===== src/rtl/addr_step_pkg.sv =====
package addr_step_pkg;
  typedef enum logic {
    ST_IDLE = 1'b0,
    ST_RUN  = 1'b1
  } scan_state_e;
endpackage


===== src/rtl/slide_reg.sv =====
module slide_reg #(
  parameter int W = 16
) (
  input  logic         clk,
  input  logic         rst_n,
  input  logic         ld,
  input  logic [W-1:0] ld_val,
  input  logic         bump,
  input  logic [W-1:0] delta,
  output logic [W-1:0] q
);
  always_ff @(posedge clk or negedge rst_n) begin
    if (!rst_n)    q <= '0;
    else if (ld)   q <= ld_val;
    else if (bump) q <= q + delta;
  end
endmodule


===== src/rtl/step_budget.sv =====
module step_budget #(
  parameter int CW = 8
) (
  input  logic          clk,
  input  logic          rst_n,
  input  logic          load,
  input  logic [CW-1:0] load_val,
  input  logic          dec,
  output logic          last
);
  localparam logic [CW-1:0] ONE = CW'(1);
  logic [CW-1:0] left_q;
  logic          bounded_q;

  always_ff @(posedge clk or negedge rst_n) begin
    if (!rst_n) begin
      left_q    <= '0;
      bounded_q <= 1'b0;
    end else if (load) begin
      left_q    <= load_val;
      bounded_q <= (load_val != '0);
    end else if (dec && bounded_q && left_q != '0) begin
      left_q <= left_q - ONE;
    end
  end

  assign last = bounded_q && (left_q == ONE);
endmodule


===== src/rtl/window_edge_detect.sv =====
module window_edge_detect #(
  parameter int W = 16
) (
  input  logic [W-1:0] cur,
  input  logic [W-1:0] bound,
  input  logic         going_down,
  output logic         hit
);
  always_comb begin
    if (going_down) hit = (cur <= bound);
    else            hit = (cur >= bound);
  end
endmodule


===== src/rtl/addr_stepper_unit.sv =====
module addr_stepper_unit
  import addr_step_pkg::*;
#(
  parameter int AW = 16,
  parameter int CW = 8
) (
  input  logic          clk,
  input  logic          rst_n,
  input  logic [AW-1:0] cfg_base,
  input  logic [AW-1:0] cfg_limit,
  input  logic [AW-1:0] cfg_step,
  input  logic [CW-1:0] cfg_max_steps,
  input  logic [AW-1:0] cfg_base_slide,
  input  logic [AW-1:0] cfg_limit_slide,
  input  logic          init,
  input  logic          rescan,
  input  logic          escape_req,
  input  logic          addr_ready,
  output logic          addr_valid,
  output logic [AW-1:0] addr,
  output logic          end_exec,
  output logic          escape_flag
);
  localparam int SIGN = AW - 1;

  scan_state_e   state_q;
  logic [AW-1:0] step_q, bslide_q, lslide_q;
  logic [CW-1:0] budget_q;
  logic [AW-1:0] base_q, limit_q, addr_q, base_nx;
  logic          start, xfer, cnt_last, lim_hit, term;
  logic          end_q, esc_q;

  assign start   = init | rescan;
  assign xfer    = (state_q == ST_RUN) && addr_ready;
  assign term    = (state_q == ST_RUN) && (escape_req || (xfer && (cnt_last || lim_hit)));
  assign base_nx = base_q + bslide_q;

  // stored configuration
  always_ff @(posedge clk or negedge rst_n) begin
    if (!rst_n) begin
      step_q   <= '0;
      bslide_q <= '0;
      lslide_q <= '0;
      budget_q <= '0;
    end else if (init) begin
      step_q   <= cfg_step;
      bslide_q <= cfg_base_slide;
      lslide_q <= cfg_limit_slide;
      budget_q <= cfg_max_steps;
    end
  end

  // three registers of the same structure: base, address, limit
  slide_reg #(.W(AW)) u_base (
    .clk(clk), .rst_n(rst_n),
    .ld(init), .ld_val(cfg_base),
    .bump(rescan && !init), .delta(bslide_q),
    .q(base_q)
  );

  slide_reg #(.W(AW)) u_addr (
    .clk(clk), .rst_n(rst_n),
    .ld(start), .ld_val(init ? cfg_base : base_nx),
    .bump(xfer && !term && !start), .delta(step_q),
    .q(addr_q)
  );

  slide_reg #(.W(AW)) u_limit (
    .clk(clk), .rst_n(rst_n),
    .ld(init), .ld_val(cfg_limit),
    .bump(rescan && !init), .delta(lslide_q),
    .q(limit_q)
  );

  step_budget #(.CW(CW)) u_budget (
    .clk(clk), .rst_n(rst_n),
    .load(start), .load_val(init ? cfg_max_steps : budget_q),
    .dec(xfer && !start),
    .last(cnt_last)
  );

  window_edge_detect #(.W(AW)) u_edge (
    .cur(addr_q), .bound(limit_q),
    .going_down(step_q[SIGN]),
    .hit(lim_hit)
  );

  always_ff @(posedge clk or negedge rst_n) begin
    if (!rst_n) begin
      state_q <= ST_IDLE;
      end_q   <= 1'b0;
      esc_q   <= 1'b0;
    end else begin
      end_q <= term && !start;
      if (start)     state_q <= ST_RUN;
      else if (term) state_q <= ST_IDLE;
      if (start)                              esc_q <= 1'b0;
      else if (state_q == ST_RUN && escape_req) esc_q <= 1'b1;
    end
  end

  assign addr_valid  = (state_q == ST_RUN);
  assign addr        = addr_q;
  assign end_exec    = end_q;
  assign escape_flag = esc_q;
endmodule


===== config.mk =====
export PLATFORM = sky130hd
export DESIGN_NAME = addr_stepper_unit
export DESIGN_NICKNAME = d
export VERILOG_FILES = /design/src/rtl/addr_step_pkg.sv /design/src/rtl/slide_reg.sv /design/src/rtl/step_budget.sv /design/src/rtl/window_edge_detect.sv /design/src/rtl/addr_stepper_unit.sv
export SDC_FILE = /design/constraint.sdc
export NUM_CORES = 1
export LEC_CHECK = 0
export CORE_MARGIN = 5
export CORE_UTILIZATION = 58
export CTS_BUF_LIST = sky130_fd_sc_hd__clkbuf_8
export CTS_CLUSTER_DIAMETER = 120
export DETAILED_ROUTE_END_ITERATION = 10
export PLACE_DENSITY = 0.94
export SYNTH_ARGS = -nofsm -noshare
export SYNTH_HDL_FRONTEND = slang
export SYNTH_HIERARCHICAL = 1
export SYNTH_SLANG_ARGS = --single-unit

===== constraint.sdc =====
create_clock -name clk -period 4.4 [get_ports clk]
set_input_delay 0.88 -clock clk [delete_from_list [all_inputs] [get_ports clk]]
set_output_delay 0.88 -clock clk [all_outputs]
set_load 0.005 [all_outputs]

Word level (Yosys, flattened, before mapping):

Cells that the tools add are included.

* register bits: 116
* input port bits: 94

* add/sub/neg operators: 4
* magnitude comparators: 2
* equal/unequal tests: 1
* multiplexer cells: 15
* bitwise gates (word level): 1
* reductions and logical operators: 24

Operators with widths (count)
* two-way mux 16 bit: 7
* adder 16 bit: 3
* two-way mux 8 bit: 3
* >= comparator 16 bit: 1
* less-or-equal comparator 16 bit: 1
* nonzero test 8 bit: 2
* logical AND 1 bit: 12
* nonzero test 2 bit: 5
* equality test 8 x 1 -> 1 bit (second input constant): 1
* subtractor 8 x 1 -> 8 bit (second input constant): 1
* two-way mux 1 bit: 5
* zero test 1 bit: 3
* logical OR 1 bit: 2
* bitwise OR 1 bit: 1

Longest topological paths before layout:

Gate-level depths: netlist of the first run.

* depth after elaboration: 11
* depth in mapped cells: 16
* gate-level depth less buffers: 15

Modules after synthesis:

Netlist of the first run, hierarchy kept.

By module, submodules not included
* addr_stepper_unit: instances 1, cells each 263, area each 3103.0 sq um, seq. area each 1476.4 sq um
* slide_reg at u_addr ...: instances 2, cells each 167, area each 1435.1 sq um, seq. area each 400.4 sq um
* slide_reg at u_limit: instances 1, cells each 175, area each 1497.7 sq um, seq. area each 400.4 sq um
* step_budget: instances 1, cells each 68, area each 624.3 sq um, seq. area each 225.2 sq um
* window_edge_detect: instances 1, cells each 60, area each 426.7 sq um, seq. area each 0.0 sq um

Least setup slack after synthesis of the first run:

Ideal clock, no wire load.

* kind: reg2reg
* from: reg u_addr.q[1]
* to: reg u_addr.q[13]
* arrival: 3069 ps
* required time: 4336 ps
* slack: 1267 ps
* stages on the path, launching flop included: 16
* buffers on the path: 1
* clock period less this slack: 3133 ps
* path through: dfrtp_1 -> ha_1 -> nor2b_1 -> o211ai_1 -> a2111o_1 -> and3_1 -> mux2i_1 -> o21a_1 -> o21ai_0 -> and2_1 -> buf_1 -> inv_1 -> nor2_1 -> nand2_1 -> nor3_1 -> or3b_1

* cells in the longest elaborated chain, start to end: 10
* elaborated cells on any way between the ends: 14
* classes of those cells: add/sub (1); order compare (2); mux (3); reduce/logical (8)

RTL lines
* start, declared: RTL line slide_reg.sv:10 `output logic [W-1:0] q`
* start signal, assigned: RTL line slide_reg.sv:14 `else if (ld) q <= ld_val;`
* start signal, assigned: RTL line slide_reg.sv:15 `else if (bump) q <= q + delta;`
* >= comparator 16 bit or less-or-equal comparator 16 bit (tied branches): RTL line window_edge_detect.sv:11, window_edge_detect.sv:10
* two-way mux 1 bit *: RTL line window_edge_detect.sv:10 `if (going_down) hit = (cur <= bound);`
* via lim_hit: RTL line addr_stepper_unit.sv:30 `logic start, xfer, cnt_last, lim_hit, term;`
* logical OR 1 bit *: RTL line addr_stepper_unit.sv:35 `assign term = (state_q == ST_RUN) && (escape_req || (xfer && (cnt_last || lim_hit)));`
* logical AND 1 bit *: RTL line addr_stepper_unit.sv:35
* logical OR 1 bit *: RTL line addr_stepper_unit.sv:35
* logical AND 1 bit *: RTL line addr_stepper_unit.sv:35
* zero test 1 bit *: RTL line addr_stepper_unit.sv:64 `.bump(xfer && !term && !start), .delta(step_q),`
* logical AND 1 bit * (2 in a row): RTL line addr_stepper_unit.sv:64
* nonzero test 2 bit (no source line) *

The timed path passes the listed nets; every way through them passes the cells marked *. The select of a mux whose other input is x is not followed.
A chain may end at the register's enable or synchronous reset.

Worst setup path in the final report of the first run:

Same ends and word-level chain as after synthesis.

==> run_results.csv, run 1 <==
group,metric,value,unit
cts,cts_hold_repair.buffers,0,
synth,synthMuxAreaShare,9.54,%
cts,clock_latency,0.46,ns
synth,yosys.area_share.simple,14.3,%
cts,cts_max_path_buffers,2,
synth,syn_nets,1076,
power,power_density,412,mW/mm^2
synth,ys_ff_latch,116,
routing,finalWirelength,23100,um
critical_path,cpMaxStageDelayCell,"dfrtp_1",
synth,synthAdderAreaFrac,12.4,%
cts,tritoncts,"done",
critical_path,endpoint_kind,"register",
routing,num_vias,7747,
floorplan,initial_core_util,58.9,%
synth,synth.distinct_cells,78,
global_route,grt_pass1_vias,7786,
placement,pre_cts_ws,0.984,ns
timing,tightest_slew,0.757,ns
timing,tns,0,ns
routing,highest_layer,"met4",
critical_path,critPathArrivalTime,3.80,ns
placement,io_buffers,112,
critical_path,rrSetupSlack,0.94,ns
cts,cts_setup_buffers,0,
cts,cts.repair.resized,0,
routing,drt-met1-wl,9410,um
placement,place_hpwl,17100,um
synth,yosysTopAreaCell,"dfrtp_1",
timing,drv_slew,0,
synth,yosysMostFrequentCell,"dfrtp_1",
layout,syn_to_final_growth,20.0,%
power,leakagePower,0.00437,uW
routing,dr.first_iter.drc_count,777,
routing,drc_errors,0,
floorplan,core,0.0145,sq mm
layout,nNetsFinal,1183,
synth,synth_compound_area_share,22.5,%
critical_path,path_buf_inv,1,
routing,via_per_inst,6.43,
floorplan,die_x,131,um
floorplan,die_h,131,um
routing,ant_nets,0,
timing,hold_viol,0,
timing,setup_viol,0,
min_path,hp-class,"in2async",
timing,max-slew-margin-rel,49.1,%
synth,postSynthAreaPerCell,9.47,sq um
timing,fin_crit,3.46,ns
critical_path,crit_family,"compound AO/OA/AOI/OAI gates",
routing,drt-pass1-iter-count,6,
power,p_comb_share,41.2,%
layout,drive_gt1_share,13.1,%
cts,cts_buffers,17,
synth,yosysWarnings,6,
layout,multi_input_area,0.00532,sq mm
synth,synth_commonest_cells,"116 x dfrtp_1, 78 x ha_1, 72 x nand2_1",
cts,htree_levels,4,
run,drv_cap,0,
critical_path,critPathKind,"reg2reg",
synth,netlist_top_cells_area,"dfrtp_1 34%, ha_1 11%, mux2_2 7.7%",
synth,async_reset_ff_share,100,%
synth,synth_xor_area_share,3.70,%
global_route,grt_usage,26.5,%
critical_path,path_max_fanout,12,
global_route,grt_overflow,0,
critical_path,cp.required,4.74,ns
synth,synth_edf_count,0,
critical_path,cp_cell_sequence,"ha_1, nor2b_1, o211ai_1, a2111o_1, and3_1, mux2i_1, o21a_1, o21ai_0, and2_1, buf_4, nor2_1, a22o_2, or3b_1",
critical_path,max_stage_delay,0.47,ns
cts,cts_sinks,116,
synth,yosys.area.top_type_share,34.1,%
power,p_int,2630,uW
timing,fin_skew,0.0136,ns
floorplan,dieArea,0.0172,sq mm
status,status,"complete, no violations",
routing,met3WireLength,1740,um
timing,setup_slack,0.940,ns
synth,netlist_instances,900,
global_route,grt_pass1_wl,38100,um
routing,route.met2.wl,11100,um
floorplan,io_pins,113,
cts,clk_pin_slew,0.08,ns
synth,synth_top_family_by_area,"compound AO/OA/AOI/OAI gates",
routing,post_drt_wl_per_cell,19.2,um
power,power_frac_clock,26.4,%
power,switching_power,1580,uW
cts,root_buffer,"clkbuf_8",
power,ir_drop,249,uV
critical_path,start_kind,"register",
synth,ys.flop_type,"dfrtp_1",
layout,n_antenna_cell,0,
timing,period_share,78.6,%
floorplan,rows,44,
timing,rsz0062_at_grt,"no",
power,p_sw_share,37.6,%
timing,max_freq,289,MHz
synth,ys_seq_area_share,34.1,%
layout,fill_cells,1038,
placement,gp_congestion,0.927,
global_route,grt_antenna_before_repair,0,
layout,regArea,0.00290,sq mm
global_route,grt_max_degree,64,
power,sequentialPowerShare,32.3,%
synth,syn-cell-area,0.00852,sq mm
[stage by stage]
step | std cells | hold slack [ns] | total power, uW | utilization [%] | instance area, sq um
after floorplan | 900 | 0.486 | 2530 | - | 8520
after global placement | 1172 | 0.502 | 2970 | 67.6 | 9780
after detailed placement | 1172 | 0.503 | 3060 | 67.6 | 9780
after CTS | 1204 | 0.498 | 4190 | 70.6 | 10200
after global routing | 1204 | 0.535 | 4450 | 70.6 | 10200
final | 1204 | 0.482 | 4220 | 70.6 | 10200
[routing by layer]
layer  vias to the layer above  global-route usage [%]
met4                         0                    11.7
met2                       384                    43.8
met5                         -                       0
li1                       3579                       -
met1                      3709                    33.1
met3                        75                    6.15
[final timing paths]
check                          endpoint  cells after the start   startpoint
min reg2reg                   step_q[2]                      1    step_q[2]
max in group asynchronous  u_limit/q[7]                      2        rst_n
min in group clk              step_q[2]                      1    step_q[2]
min                        bslide_q[11]                      1        rst_n
max                        u_addr/q[13]                     13  u_addr/q[1]
max reg2reg                u_addr/q[13]                     13  u_addr/q[1]
[cell usage in the layout, fill, tap and decap left out, types with 5 or more instances in the layout]
master | Yosys | final
o21bai_1 | 6 | 6
dfrtp_1 | 116 | 116
or3_1 | 7 | 7
nor4_1 | 9 | 9
a31oi_1 | 13 | 13
mux2_2 | 58 | 58
mux2i_1 | 16 | 16
o31a_1 | 7 | 7
nor2_1 | 40 | 40
nand2_1 | 72 | 72
clkbuf_8 | 0 | 17
o31ai_1 | 5 | 5
xnor2_1 | 21 | 21
clkdlybuf4s50_1 | 0 | 110
a22oi_1 | 14 | 14
buf_4 | 0 | 8
nand3b_1 | 7 | 7
nor3b_1 | 6 | 6
o211ai_1 | 8 | 8
a21o_1 | 19 | 19
and2_1 | 5 | 5
xor2_1 | 15 | 15
nor2b_1 | 15 | 14
inv_1 | 38 | 38
a211o_1 | 6 | 6
ha_1 | 78 | 78
a211oi_1 | 8 | 8
o21a_1 | 8 | 8
o21ai_1 | 6 | 6
nand4_1 | 11 | 11
nor3_1 | 9 | 9
a21oi_1 | 70 | 70
o21ai_0 | 70 | 70
nand2b_1 | 8 | 8
and3_1 | 7 | 7
nand3_1 | 17 | 17
[area by class of cell]
type | count | area share (%)
clock inverters | 15 | 2.01
well taps | 184 | 2.25
flip-flops and latches | 116 | 28.4
clock buffers | 17 | 2.29
repair buffers | 119 | 11.6
inverters | 39 | 1.43
multi-input cells | 714 | 52.1
[worst register-to-register path, stage by stage (launching register included)]
cell	delay, ns
dfrtp_1	0.47
ha_1	0.35
nor2b_1	0.17
o211ai_1	0.11
a2111o_1	0.36
and3_1	0.16
mux2i_1	0.13
o21a_1	0.19
o21ai_0	0.25
and2_1	0.20
buf_4	0.22
nor2_1	0.13
a22o_2	0.28
or3b_1	0.36
[state kept, by name, summed over array words and instances (netlist names)]
name,flops
lslide_q,16
u_budget/left_q,8
u_base/q,16
u_budget/bounded_q,1
escape_flag,1
u_addr/q,16
bslide_q,16
step_q,16
budget_q,8
end_exec,1
u_limit/q,16
addr_valid,1
[kinds of logic (layout without fill, tap and decap cells)]
| family | after synthesis | count (layout) |
|---|---|---|
| simple gates | 234 | 234 |
| buf+inv | 70 | 190 |
| compound gates | 288 | 288 |
| mux | 74 | 74 |
| fa+ha+maj | 82 | 82 |
| flops | 116 | 116 |
| xor+xnor | 36 | 36 |
[power by group through the flow]
| stage | clock (uW) | sequential [uW] | combinational [uW] |
|---|---|---|---|
| final | 1110 | 1360 | 1740 |
| after global routing | 1180 | 1380 | 1900 |
| after CTS | 1130 | 1360 | 1700 |
| after detailed placement | 0 | 1380 | 1680 |
| after global placement | 0 | 1370 | 1610 |
| after floorplan | 0 | 1330 | 1200 |
Note: power is estimated with default switching activity, not from simulation.
==> run 2: changes to the inputs <==
clock period = 3.2 ns   (was 4.4 ns; I/O delays follow)
==> run 2 against run 1 <==
- via count is 2.5% higher
- critical path depth did not move
- largest power group unchanged
- count of clock-buffer cells in the layout is 1 higher
- maximum frequency increased by 13%
- power rose by 39%
- largest cell class unchanged
- worst hold slack worse by 0.19 ns
- sequential cell count did not move
- clock skew is 0.0022 ns lower
==> run_results.csv, run 2 (same netlist as run 1, synthesis figures left out) <==
group,metric,value,unit
cts,tritoncts,"done",
placement,place_hpwl,17100,um
routing,drt-met1-wl,9480,um
timing,max_freq,326,MHz
global_route,grt_pass1_wl,38700,um
critical_path,path_buf_inv,1,
floorplan,initial_core_util,58.9,%
cts,clock_latency,0.47,ns
timing,fin_crit,3.07,ns
min_path,hp-class,"in2async",
floorplan,core,0.0145,sq mm
power,leakagePower,0.00446,uW
critical_path,r2r_end,"u_addr/q[13]",
power,power_density,565,mW/mm^2
cts,htree_levels,4,
critical_path,cp.required,3.54,ns
cts,cts_max_path_buffers,2,
layout,postLayoutCoreUtil,71.6,%
critical_path,endpoint,"u_addr/q[13]",
global_route,grt_usage,27.1,%
critical_path,cp_cell_sequence,"inv_1, ha_1, nor2b_2, o211ai_1, a2111o_1, and3_1, mux2i_1, o21a_1, o21ai_2, and2_4, nor2_1, a22o_2, or3b_1",
critical_path,max_stage_delay,0.41,ns
global_route,grt_antenna_before_repair,0,
routing,dr.first_iter.drc_count,877,
placement,gp_congestion,0.953,
routing,post_drt_wl_per_cell,19.3,um
critical_path,crit_family,"compound AO/OA/AOI/OAI gates",
routing,via_per_inst,6.52,
floorplan,die_h,131,um
layout,n_antenna_cell,0,
cts,clk_pin_slew,0.08,ns
routing,drc_errors,0,
global_route,grt_max_degree,150,
floorplan,die_x,131,um
routing,drt-pass1-iter-count,6,
layout,layout_common_cells,"116 x dfrtp_1, 110 x clkdlybuf4s50_1, 78 x ha_1, 72 x nand2_1, 70 x a21oi_1",
routing,finalWirelength,23500,um
layout,nNetsFinal,1197,
timing,fin_skew,0.0114,ns
critical_path,critPathLaunch,"u_limit/q[1]",
timing,period_share,95.9,%
critical_path,critPathKind,"reg2reg",
critical_path,path_max_fanout,6,
floorplan,io_pins,113,
layout,syn_to_final_growth,21.6,%
routing,num_vias,7937,
layout,drive_gt1_share,14.7,%
cts,cts_hold_repair.buffers,0,
timing,drv_slew,0,
timing,hold_ws,0.292,ns
timing,tightest_slew,0.910,ns
routing,met3WireLength,1760,um
timing,setup_viol,0,
critical_path,cpMaxStageDelayCell,"dfrtp_1",
routing,highest_layer,"met4",
timing,max-slew-margin-rel,39.3,%
cts,cts_sinks,116,
power,ir_drop,453,uV
placement,io_buffers,112,
layout,final_common_cell,"dfrtp_1",
global_route,grt_overflow,0,
floorplan,rows,44,
status,status,"complete, no violations",
critical_path,crit_cells,13,
cts,root_buffer,"clkbuf_8",
routing,route.met2.wl,11100,um
critical_path,reg2reg_depth,13,
critical_path,endpoint_kind,"register",
critical_path,critPathArrivalTime,3.41,ns
timing,hold_viol,0,
floorplan,dieArea,0.0172,sq mm
global_route,grt_pass1_vias,8066,
critical_path,crit-reg2reg-launch,"u_limit/q[1]",
cts,cts_buffers,17,
layout,fill_cells,991,
routing,ant_nets,0,
run,drv_cap,0,
critical_path,rrSetupSlack,0.13,ns
critical_path,start_kind,"register",
## run 2: cell types whose count changed in the layout (fill, tap and decap cells not counted), moves of 2 or more
| cell | delta |
|---|---|
| buf_4 | +12 |
| clkinv_2 | +2 |
| inv_6 | -2 |
| o21ai_0 | -2 |
## run 2: per-stage QoR
step | TNS [ns] | area [sq um] | power (uW) | setup WS, ns | cells
after CTS | 0 | 10300 | 5790 | 0.0874 | 1217
after detailed placement | 0 | 9890 | 4250 | 0.115 | 1185
after global placement | 0 | 9890 | 4140 | 0.207 | 1185
after floorplan | 0 | 8520 | 3480 | 0.0671 | 900
after global routing | -0.00418 | 10400 | 6180 | -0.00418 | 1218
final | 0 | 10400 | 5850 | 0.131 | 1218
## run 2: worst register-to-register path, delay by kind of cell (launching register included)
kind / cells / cell delay [ns]
buffers and inverters: 1 / 0.06
AND/OR/NAND/NOR: 5 / 0.97
adder cells (fa/ha/maj): 1 / 0.29
multiplexers: 1 / 0.12
flip-flops: 1 / 0.41
AO/OA/AOI/OAI: 5 / 1.08
## run 2: area by class of cell
type | instances | area, sq um | area share (%)
Sequential cell | 116 | 2900 | 28.0
Timing Repair Buffer | 133 | 1310 | 12.6
Clock inverter | 14 | 185 | 1.79
Clock buffer | 18 | 248 | 2.39
Tap cell | 184 | 230 | 2.22
Inverter | 39 | 150 | 1.45
Multi-Input combinational cell | 714 | 5340 | 51.5
## run 2: metal layers
layer / vias to the layer above / global-route usage (%)
li1: 3599 / -
met1: 3760 / 33.4
met2: 464 / 42.9
met3: 114 / 7.11
met4: 0 / 15.4
met5: - / 0
## run 2: timing repair
action / in CTS / in global routing
endpoints found under the setup margin: 0 / 5
resized for setup: 0 / 10
buffers inserted: 0 / 1
## run 2: report_power, final
| part | internal, uW | switching [uW] | leakage (uW) |
|---|---|---|---|
| Sequential | 1660 | 192 | 0.00137 |
| Combinational | 1150 | 1340 | 0.00287 |
| Clock | 863 | 648 | 0.000220 |
## run 2: worst min-delay path by stage
stage	start	end	slack (ns)	depth (start not counted)
2_1_floorplan	rst_n	addr_valid	0.34	0
3_3_place_gp	escape_flag	escape_flag	0.49	2
3_5_place_dp	step_q[11]	step_q[11]	0.50	1
4_1_cts	rst_n	bslide_q[14]	0.33	1
5_1_grt	rst_n	bslide_q[15]	0.37	1
6_report	rst_n	bslide_q[14]	0.29	1
